[src/rtl/dgh_pkg.sv]
package dgh_pkg;

  localparam int OP_W   = 8;
  localparam int CNT_W  = 3;
  localparam int SLOT_W = 3;

  typedef enum logic [3:0] {
    CL_FX     = 4'd0,
    CL_FXLEAD = 4'd1,
    CL_LOAD   = 4'd2,
    CL_STORE  = 4'd3,
    CL_FP     = 4'd4,
    CL_CR     = 4'd5,
    CL_SPR    = 4'd6,
    CL_VALU   = 4'd7,
    CL_VPERM  = 4'd8,
    CL_BR     = 4'd9,
    CL_BAD    = 4'd15
  } cls_e;

  typedef struct packed {
    logic [SLOT_W-1:0] used;
    logic [CNT_W-1:0]  fx_n;
    logic [CNT_W-1:0]  ls_n;
    logic [CNT_W-1:0]  fp_n;
    logic              cr_f;
    logic              spr_f;
    logic              valu_f;
    logic              vperm_f;
  } grp_t;

  // Opcode to class lookup
  function automatic cls_e decode_op(input logic [OP_W-1:0] op);
    case (op)
      8'h01, 8'h02:                return CL_FX;
      8'h03, 8'h04, 8'h05, 8'h06:  return CL_FXLEAD;
      8'h10, 8'h11:                return CL_LOAD;
      8'h12, 8'h13:                return CL_STORE;
      8'h20, 8'h21:                return CL_FP;
      8'h30, 8'h31, 8'h32:         return CL_CR;
      8'h40, 8'h41, 8'h42, 8'h43:  return CL_SPR;
      8'h50:                       return CL_VALU;
      8'h58:                       return CL_VPERM;
      8'h60, 8'h61, 8'h62:         return CL_BR;
      default:                     return CL_BAD;
    endcase
  endfunction

  // Classes that may only occupy the first slot
  function automatic logic lead_only(input cls_e c);
    return (c == CL_FXLEAD) || (c == CL_CR) || (c == CL_SPR);
  endfunction

  function automatic grp_t grp_clear();
    grp_t g;
    g = '0;
    return g;
  endfunction

  // Quota reached for a counted unit
  function automatic logic at_limit(input logic [CNT_W-1:0] n, input int lim);
    return int'(n) >= lim;
  endfunction

  // Group state after accepting one instruction of class c
  function automatic grp_t grp_add(input grp_t g, input cls_e c, input int slots);
    grp_t r;
    r = g;
    case (c)
      CL_FX, CL_FXLEAD:  r.fx_n    = g.fx_n + CNT_W'(1);
      CL_LOAD, CL_STORE: r.ls_n    = g.ls_n + CNT_W'(1);
      CL_FP:             r.fp_n    = g.fp_n + CNT_W'(1);
      CL_CR:             r.cr_f    = 1'b1;
      CL_SPR:            r.spr_f   = 1'b1;
      CL_VALU:           r.valu_f  = 1'b1;
      CL_VPERM:          r.vperm_f = 1'b1;
      default:           r = g;
    endcase
    if (c == CL_BR) r.used = SLOT_W'(slots);
    else            r.used = g.used + SLOT_W'(1);
    return r;
  endfunction

endpackage

[src/rtl/dgh_hazard_eval.sv]
module dgh_hazard_eval
  import dgh_pkg::*;
#(
  parameter int SLOTS  = 5,
  parameter int FX_MAX = 2,
  parameter int LS_MAX = 2,
  parameter int FP_MAX = 2
) (
  input  cls_e cls,
  input  grp_t live,
  output logic quota_hz,
  output logic lead_hz,
  output logic tail_hz
);

  localparam int TAIL_SLOT = SLOTS - 1;

  // Each class checks only its own unit
  always_comb begin
    case (cls)
      CL_FX, CL_FXLEAD:  quota_hz = at_limit(live.fx_n, FX_MAX);
      CL_LOAD, CL_STORE: quota_hz = at_limit(live.ls_n, LS_MAX);
      CL_FP:             quota_hz = at_limit(live.fp_n, FP_MAX);
      CL_CR:             quota_hz = live.cr_f;
      CL_SPR:            quota_hz = live.spr_f;
      CL_VALU:           quota_hz = live.valu_f;
      CL_VPERM:          quota_hz = live.vperm_f;
      default:           quota_hz = 1'b0;
    endcase
    lead_hz = lead_only(cls) && (live.used != '0);
    tail_hz = (int'(live.used) == TAIL_SLOT) && (cls != CL_BR);
  end

endmodule

[config.mk]
export PLATFORM = sky130hd
export DESIGN_NAME = dgh_hazard_eval
export DESIGN_NICKNAME = d
export VERILOG_FILES = /design/src/rtl/dgh_pkg.sv /design/src/rtl/dgh_hazard_eval.sv
export SDC_FILE = /design/constraint.sdc
export NUM_CORES = 1
export LEC_CHECK = 0
export ABC_AREA = 1
export BUFFER_PORTS_ARGS = -buffer_cell sky130_fd_sc_hd__buf_2
export CAP_MARGIN = 20
export CORE_AREA = 3 3 40 42
export DETAILED_ROUTE_END_ITERATION = 8
export DIE_AREA = 0 0 43 45
export GPL_TIMING_DRIVEN = 0
export PLACE_DENSITY = 0.45
export SYNTH_ARGS = -nofsm -noshare
export SYNTH_HDL_FRONTEND = slang
export SYNTH_SLANG_ARGS = --single-unit
export TNS_END_PERCENT = 10
[constraint.sdc]
create_clock -name vclk -period 0.8
set_clock_uncertainty 0.05 [all_clocks]
set_input_delay 0 -clock vclk [all_inputs]
set_output_delay 0 -clock vclk [all_outputs]
set_load 0.02 [all_outputs]
# Word-level counts from Yosys, hierarchy flattened
# Cells that the tools add are included.
# classes
n_mux,1
eq_ne,10
n_lt_le_gt_ge,3
reduce_logical,8
# op_table
cell,n
4-bit by 3-bit equality test with 1-bit output (second input constant),4
3-bit by 2-bit >= comparator with 1-bit output (second input constant),3
4-bit by 2-bit equality test with 1-bit output (second input constant),2
1-bit case mux with 7 select lines,1
4-bit by 1-bit equality test with 1-bit output (second input constant),1
4-bit equality test (second input constant),1
4-bit zero test,1
4-bit inequality test (second input constant),1
2-bit OR reduction,2
3-bit equality test (second input constant),1
3-bit nonzero test,1
1-bit logical AND,2
1-bit logical OR,2
# totals
regBits,0
out_inout_bits,3
inputBits,20
word_cells,22

# Logic depth before layout (Yosys ltp)
# Gate-level depths: netlist of the first run.
# logic_depth
ltp_word,4
mapped_depth,6
ltp_nobuf,6

# Least setup slack after synthesis of the first run
# No wires, ideal clock.
# synth_path
kind,input to output
from,input port live[14] (netlist bit)
to,output port tail_hz
required_time_ns,0.750
n_path_buf,0
cell_stages,2
t_arrival_ns,0.592
slack_ns,0.158
cell_sequence,or2_1 nor3b_2
# synth_between
elab_chain_cells,2
# synth_rtl
item,line_no,text
from (decl),dgh_hazard_eval.sv:10,"input grp_t live,"
3-bit equality test,dgh_hazard_eval.sv:31,tail_hz = (int'(live.used) == TAIL_SLOT) && (cls != CL_BR);
1-bit logical AND,dgh_hazard_eval.sv:31,
to (decl),dgh_hazard_eval.sv:13,output logic tail_hz
# Every way passes these cells.

# Worst setup path in the final report of the first run
# Ends and elaborated chain as after synthesis.

==> flow_summary.ini, run 1 <==
[final_layout]
drive_gt1_share_pct = 52.83
seq_cells = 0
fin_util_pct = 22.98
clock_buffers = 0
area_growth_pct = 93.44
seqCellArea_um2 = 0
nets = 75
antennaDiodeCount = 0

[floorplan]
core-area_um2 = 1285
start_util_pct = 11.88
io_pins = 23
die_h_um = 45
rows = 13
die_w_um = 43
die-area_um2 = 1935

[synth]
ys_top_cells_by_count = nand2_1 (7), inv_1 (6), nand3_1 (5)
synth_top_area_share_pct = 17.21
syn_nets = 53
synth_top_area_cell = nand2_1
synthTopCellsByArea = nand2_1 (17%), nand3_1 (16%), inv_1 (15%)
syn_area_um2 = 152.6
synth.avg_cell_area_um2 = 4.626
ys_warn_count = 0
synth_most_common_cell = nand2_1
synthDistinctLibCells = 12
syn_inst = 33
ys_seq_area_share_pct = 0

[min_path]
worstHoldPathType = primary input to output pin

[pwr]
max-vdd-ir-drop_uv = 137.1
leakage_nw = 0.1763
p_per_area_nw_per_um2 = 452.8

[timing]
rsz0062_at_grt = false
finalCriticalPeriod_ns = 0.7276
finalSetupTns_ns = 0
slew_viol_final = 0
final-hold-violation-count = 0
period_share_pct = 90.95
finalSetupViolCount = 0
fmax_mhz = 1374
worst_slew_pin_slew_ns = 0.1568
holdWs_ns = 0.3441
slew_headroom_pct = 89.49

[global_route]
grt_pass1_wl_um = 966
grt_overflow = 0
antenna_found_initial = 0
grt.total_usage_pct = 5.970
grt_pass1_vias = 241
grt_max_degree = 8

[drt]
wl_um = 521
wl_per_cell_um = 7.662
drc = 0
viasPerCell = 3.721
vias = 253
drtPass1Iterations = 4
detail-route-antenna-nets = 0
drtIter0Drc = 1

[worst_setup_path]
worstPathArrival_ns = 0.68
start_kind = primary input
critical_path_class = primary input to output pin
crit_required_ns = 0.75
crit_path_max_fanout = 2
end_kind = output pin

[place]
dpl.hpwl_um = 465.6
portBuffers = 20
gp_congestion = 0.6839

[job]
max_cap_viol_count = 0

[clock_tree]
post_cts_buffers = 0

[outcome]
status = finished, final reports clean
==> cell families after synthesis <==
group,after synthesis,synth area share (%)
simple gates,21,68.03
buf+inv,9,22.13
compound gates,3,9.833
==> per-layer routing <==
| metal | share of wire [%] | vias up | track usage, % |
|---|---|---|---|
| li1 | - | 144 | - |
| met1 | 46 | 92 | 8.571 |
| met2 | 34 | 17 | 8.683 |
| met3 | 20 | 0 | 2.789 |
| met4 | 0 | 0 | 0 |
| met5 | 0 | - | 0 |
==> layout by cell type, fill, tap and decap left out, types with 2 or more instances in the layout <==
cell type	instances
inv_2	3
nor2_1	2
nand3_1	5
buf_2	18
buf_4	2
inv_1	6
nand2_1	7
==> worst max-delay path: stages <==
cell and delay [ns]:
buf_2 0.09, or2_1 0.25, nor3b_2 0.18, buf_4 0.16
==> through the flow <==
| stage | setup WS [ns] | instances | total power, mW | cell area (um^2) |
|---|---|---|---|---|
| final | 0.07242 | 68 | 0.1337 | 295.3 |
| after global routing | 0.006681 | 68 | 0.1546 | 295.3 |
| after CTS | 0.02187 | 68 | 0.1237 | 271.5 |
| after floorplan | 0.1575 | 33 | 0.05806 | 152.6 |
| after detailed placement | 0.02750 | 68 | 0.1233 | 271.5 |
| after global placement | 0.02437 | 68 | 0.1232 | 271.5 |
==> path summary, 6_finish.rpt <==
check | startpoint | endpoint | cells past startpoint
hold / removal | cls[3] | quota_hz | 5
setup / recovery | live[14] | tail_hz | 4
==> repair_timing <==
| item | in CTS | in global routing |
|---|---|---|
| hold buffers | 0 | 0 |
| endpoints found under the setup margin | 0 | 3 |
| hold endpoints to repair | 0 | 0 |
| resized for setup | 0 | 8 |
==> cell type report <==
class | count | area [um^2]
fillers | 157 | 989.7
multi-input cells | 24 | 137.6
repair buffers | 20 | 105.1
inverters | 9 | 33.78
well taps | 15 | 18.77
==> where the power goes <==
group | internal, mW | switching [mW]
clock | 0 | 0
combinational | 0.0639 | 0.0698
sequential | 0 | 0
Power figures use the tool's default switching activity.
==> run 2, diff against run 1 <==
--- a/config.mk
+++ b/config.mk
@@ -8,11 +8,11 @@
 export ABC_AREA = 1
 export BUFFER_PORTS_ARGS = -buffer_cell sky130_fd_sc_hd__buf_2
 export CAP_MARGIN = 20
-export CORE_AREA = 3 3 40 42
+export CORE_AREA = 2 2 39 41
 export DETAILED_ROUTE_END_ITERATION = 8
-export DIE_AREA = 0 0 43 45
+export DIE_AREA = 0 0 41 43
 export GPL_TIMING_DRIVEN = 0
-export PLACE_DENSITY = 0.45
+export PLACE_DENSITY_LB_ADDON = 0.15
 export SYNTH_ARGS = -nofsm -noshare
 export SYNTH_HDL_FRONTEND = slang
 export SYNTH_SLANG_ARGS = --single-unit
==> run 2 against run 1 <==
  * Critical path depth stayed put
  * Utilization is 1.8 points lower
  * Routed wire length is 5.6% lower
  * Count of clock-buffer cells in the layout stayed put
  * Die area is 8.9% lower
  * Via count is 0.40% lower
  * Sequential cell count stayed put
  * Non-clock buffer count stayed put
  * Sequential share of layout area stayed put
  * Maximum frequency is 0.83% higher
  * Power is 1.2% lower
  * Global-route usage is 0.38 points lower
==> flow_summary.ini, run 2 (synthesized netlist as in run 1, its figures left out) <==
[outcome]
status = finished, final reports clean

[drt]
wl_per_cell_um = 7.130
vias = 252
viasPerCell = 3.652
detail-route-antenna-nets = 0
drc = 0
wl_um = 492
drtIter0Drc = 1
drtPass1Iterations = 2

[final_layout]
fin_area_um2 = 292.8
area_growth_pct = 91.80
final_cell_mix = buf_2 (18), nand2_1 (7), inv_1 (6)
clock_buffers = 0
layout.cells.non_filler = 69
fin_util_pct = 21.16
nets = 75
antennaDiodeCount = 0
seqCellArea_um2 = 0
nFillCells = 173
seq_cells = 0
final_common_cell = buf_2
drive_gt1_share_pct = 50.94

[global_route]
grt_pass1_wl_um = 752
grt.total_usage_pct = 5.594
grt_overflow = 0
grt_pass1_vias = 210
antenna_found_initial = 0
grt_max_degree = 8

[pwr]
switchingPower_uw = 67.63
p_int_uw = 64.51
p_per_area_nw_per_um2 = 451.3
switching_share_pct = 51.18
leakage_nw = 0.1753
total_power_uw = 132.1
power_frac_comb_pct = 100.0
max-vdd-ir-drop_uv = 107.9
pwr-share-seq_pct = 0
clock_power_share_pct = 0

[place]
gp_congestion = 0.6324
place_inst = 69
place_area_um2 = 272.8
pre_cts_ws_ns = 0.01366
portBuffers = 20
dpl.hpwl_um = 450.4

[worst_setup_path]
end_kind = output pin
start_kind = primary input
worstPathArrival_ns = 0.67
crit_path_max_fanout = 2
crit_required_ns = 0.75
critical_path_class = primary input to output pin

[timing]
finalSetupTns_ns = 0
final-hold-violation-count = 0
worst_slew_pin_slew_ns = 0.1559
period_share_pct = 90.19
final.setup.worst_slack_ns = 0.07844
slew_headroom_pct = 89.55
slew_viol_final = 0
finalCriticalPeriod_ns = 0.7216
holdWs_ns = 0.3342
finalSetupViolCount = 0
fmax_mhz = 1386

[clock_tree]
post_cts_buffers = 0
ctsHoldBuffers = 0

[job]
max_cap_viol_count = 0

[floorplan]
core-area_um2 = 1384
io_pins = 23
die_h_um = 43
die_w_um = 41
start_util_pct = 11.03
die-area_um2 = 1763
rows = 14

[min_path]
worstHoldPathType = primary input to output pin
## run 2: cell count changes in the layout (fill, tap and decap cells not counted), sizes merged
cell    previous run  this run
buf               20        19
clkbuf             0         1
## run 2: worst max-delay path, cell delays in order
cell and delay [ns]:
buf_2 0.09, or2_1 0.24, nor3b_2 0.16, buf_2 0.18
## run 2: routing by layer
| layer | routed length (um) | share of wire (%) | GRT usage, % |
|---|---|---|---|
| met5 | 0 | 0 | 0 |
| met4 | 0 | 0 | 0 |
| met3 | 41 | 8.3 | 0.5236 |
| met2 | 228 | 46 | 8.750 |
| met1 | 221 | 45 | 8.544 |
## run 2: timing repair
item / 4_1_cts / 5_1_grt
endpoints found under the hold margin: 0 / 0
endpoints found under the setup margin: 0 / 1
resized for setup: 0 / 6
## run 2: path summary, 6_finish.rpt
kind | cells past startpoint | from | endpoint
worst min-delay path | 4 | live[14] | tail_hz
worst max-delay path | 4 | live[14] | tail_hz
## run 2: cell type report
type	count	area [um^2]	share of cell area, %
inverter	9	33.78	11.54
multi-input combinational	24	133.9	45.73
tap	16	20.02	6.838
timing repair buffer	20	105.1	35.90
## run 2: power groups by stage
stage	Combinational (mW)	Clock [mW]	Sequential, mW
detailed placement	0.123	0	0
floorplan	0.0581	0	0
global route	0.150	0	0
global placement	0.123	0	0
finish	0.132	0	0
CTS	0.123	0	0
==> run 3, diff against run 2 <==
--- a/config.mk
+++ b/config.mk
@@ -6,7 +6,7 @@
 export NUM_CORES = 1
 export LEC_CHECK = 0
 export ABC_AREA = 1
-export BUFFER_PORTS_ARGS = -buffer_cell sky130_fd_sc_hd__buf_2
+export BUFFER_PORTS_ARGS = -buffer_cell sky130_fd_sc_hd__clkbuf_2
 export CAP_MARGIN = 20
 export CORE_AREA = 2 2 39 41
 export DETAILED_ROUTE_END_ITERATION = 8
==> run 3 against run 2 <==
  * Die area stayed put
  * Hold slack worse by 0.0089 ns
  * Utilization shrank 1.1 points
  * Sequential cell count unchanged
  * Routed wire length is 4.7% lower
  * Power decreased by 4.8%
  * Maximum frequency is 1.3% lower
  * Non-clock buffer count unchanged
  * First-iteration DRC count did not move
  * Sequential share of layout area is the same
==> flow_summary.ini, run 3 (synthesized netlist as in run 1, its figures left out) <==
[timing]
rsz0062_at_grt = false
slew_headroom_pct = 85.79
final-hold-violation-count = 0
period_share_pct = 91.41
worst_slew_pin_slew_ns = 0.2116
finalSetupViolCount = 0
slew_viol_final = 0
finalCriticalPeriod_ns = 0.7312
fmax_mhz = 1368

[place]
gp_congestion = 0.6324
dpl.hpwl_um = 443.5
place_inst = 69
portBuffers = 20

[worst_setup_path]
crit_required_ns = 0.75
end_kind = output pin
cpPeakStageDelay_ns = 0.19
critPathSlowestCell = clkbuf_2
path_cells = buf_2 > inv_2 > nand2_1 > nor3_1 > nor3b_2 > clkbuf_2
critical_path_class = primary input to output pin
start_kind = primary input
crit_path_max_fanout = 7
worstPathArrival_ns = 0.68

[pwr]
leakage_nw = 0.1750
max-vdd-ir-drop_uv = 109.4
p_per_area_nw_per_um2 = 452.8

[global_route]
grt_pass1_wl_um = 690
grt_overflow = 0
grt.total_usage_pct = 5.095
grt_max_degree = 8
grt_pass1_vias = 184
antenna_found_initial = 0

[min_path]
holdCritStartpoint = live[15]
worstHoldPathCells = 3
hold_path_end = tail_hz
worstHoldPathType = primary input to output pin

[final_layout]
area_growth_pct = 81.97
seq_cells = 0
clock_buffers = 0
antennaDiodeCount = 0
seqCellArea_um2 = 0
fin_util_pct = 20.07
layout.cells.non_filler = 69
nets = 75
final_cell_mix = clkbuf_2 (18), nand2_1 (7), inv_1 (6)
drive_gt1_share_pct = 47.17
final_common_cell = clkbuf_2

[drt]
detail-route-antenna-nets = 0
vias = 251
viasPerCell = 3.638
drtIter0Drc = 1
drc = 0
drtPass1Iterations = 3
wl_per_cell_um = 6.797
wl_um = 469

[floorplan]
start_util_pct = 11.03
die_w_um = 41
die_h_um = 43
rows = 14
io_pins = 23
core-area_um2 = 1384
die-area_um2 = 1763

[job]
max_cap_viol_count = 0

[outcome]
status = finished, final reports clean
run 3: cell types whose count changed in the layout (fill, tap and decap cells not counted):
cell	delta
nor2_1	+1
clkbuf_4	-1
buf_2	-17
nor3_1	+1
clkbuf_2	+18
nor2_4	-1
nor3_2	-1
run 3: critical path: cells and delay by family:
kind / cells / cell delay, ns
and+or+nand+nor: 3 / 0.29
buffers and inverters: 3 / 0.40
run 3: repair_timing:
item	in CTS	in global routing
hold buffers	0	0
setup endpoints to repair	1	1
setup buffers	0	0
gates resized for setup	1	3
pin swaps	0	1
run 3: where the power goes:
group / internal (mW) / switching, mW / leakage (nW)
clock network: 0 / 0 / 0
registers: 0 / 0 / 0
logic: 0.0615 / 0.0643 / 0.175
total: 0.0615 / 0.0643 / 0.175
run 3: through the flow:
step	setup slack [ns]	TNS [ns]	instance area, um^2	hold slack, ns	power (mW)
6_report	0.06875	0	277.8	0.3252	0.1258
5_1_grt	0.009107	0	277.8	0.3319	0.1399
4_1_cts	0.01943	0	275.3	0.3247	0.1254
3_5_place_dp	-0.006298	-0.006298	272.8	0.3243	0.1237
3_3_place_gp	-0.0009818	-0.0009818	272.8	0.3248	0.1233
2_1_floorplan	0.1575	0	152.6	0.1236	0.05806
run 3: routing by layer:
| layer | global-route usage (%) | vias up | share of wire (%) |
|---|---|---|---|
| li1 | - | 145 | - |
| met1 | 8.228 | 96 | 46 |
| met2 | 7.813 | 10 | 44 |
| met3 | 0 | 0 | 9.6 |
| met4 | 0 | 0 | 0 |
| met5 | 0 | - | 0 |
run 3: worst max-delay path by stage:
stage	startpoint	to	cells past startpoint
after global placement	cls[1]	quota_hz	7
after global routing	cls[1]	quota_hz	8
after detailed placement	cls[1]	quota_hz	7
after CTS	cls[1]	quota_hz	7
final	cls[1]	tail_hz	6
after floorplan	live[14]	tail_hz	2
run 3: area by class of cell:
cell class                 instances  area, um^2
timing repair buffer              20       102.6
multi-input combinational         24       121.4
fill                             164        1106
inverter                           9       33.78
tap                               16       20.02
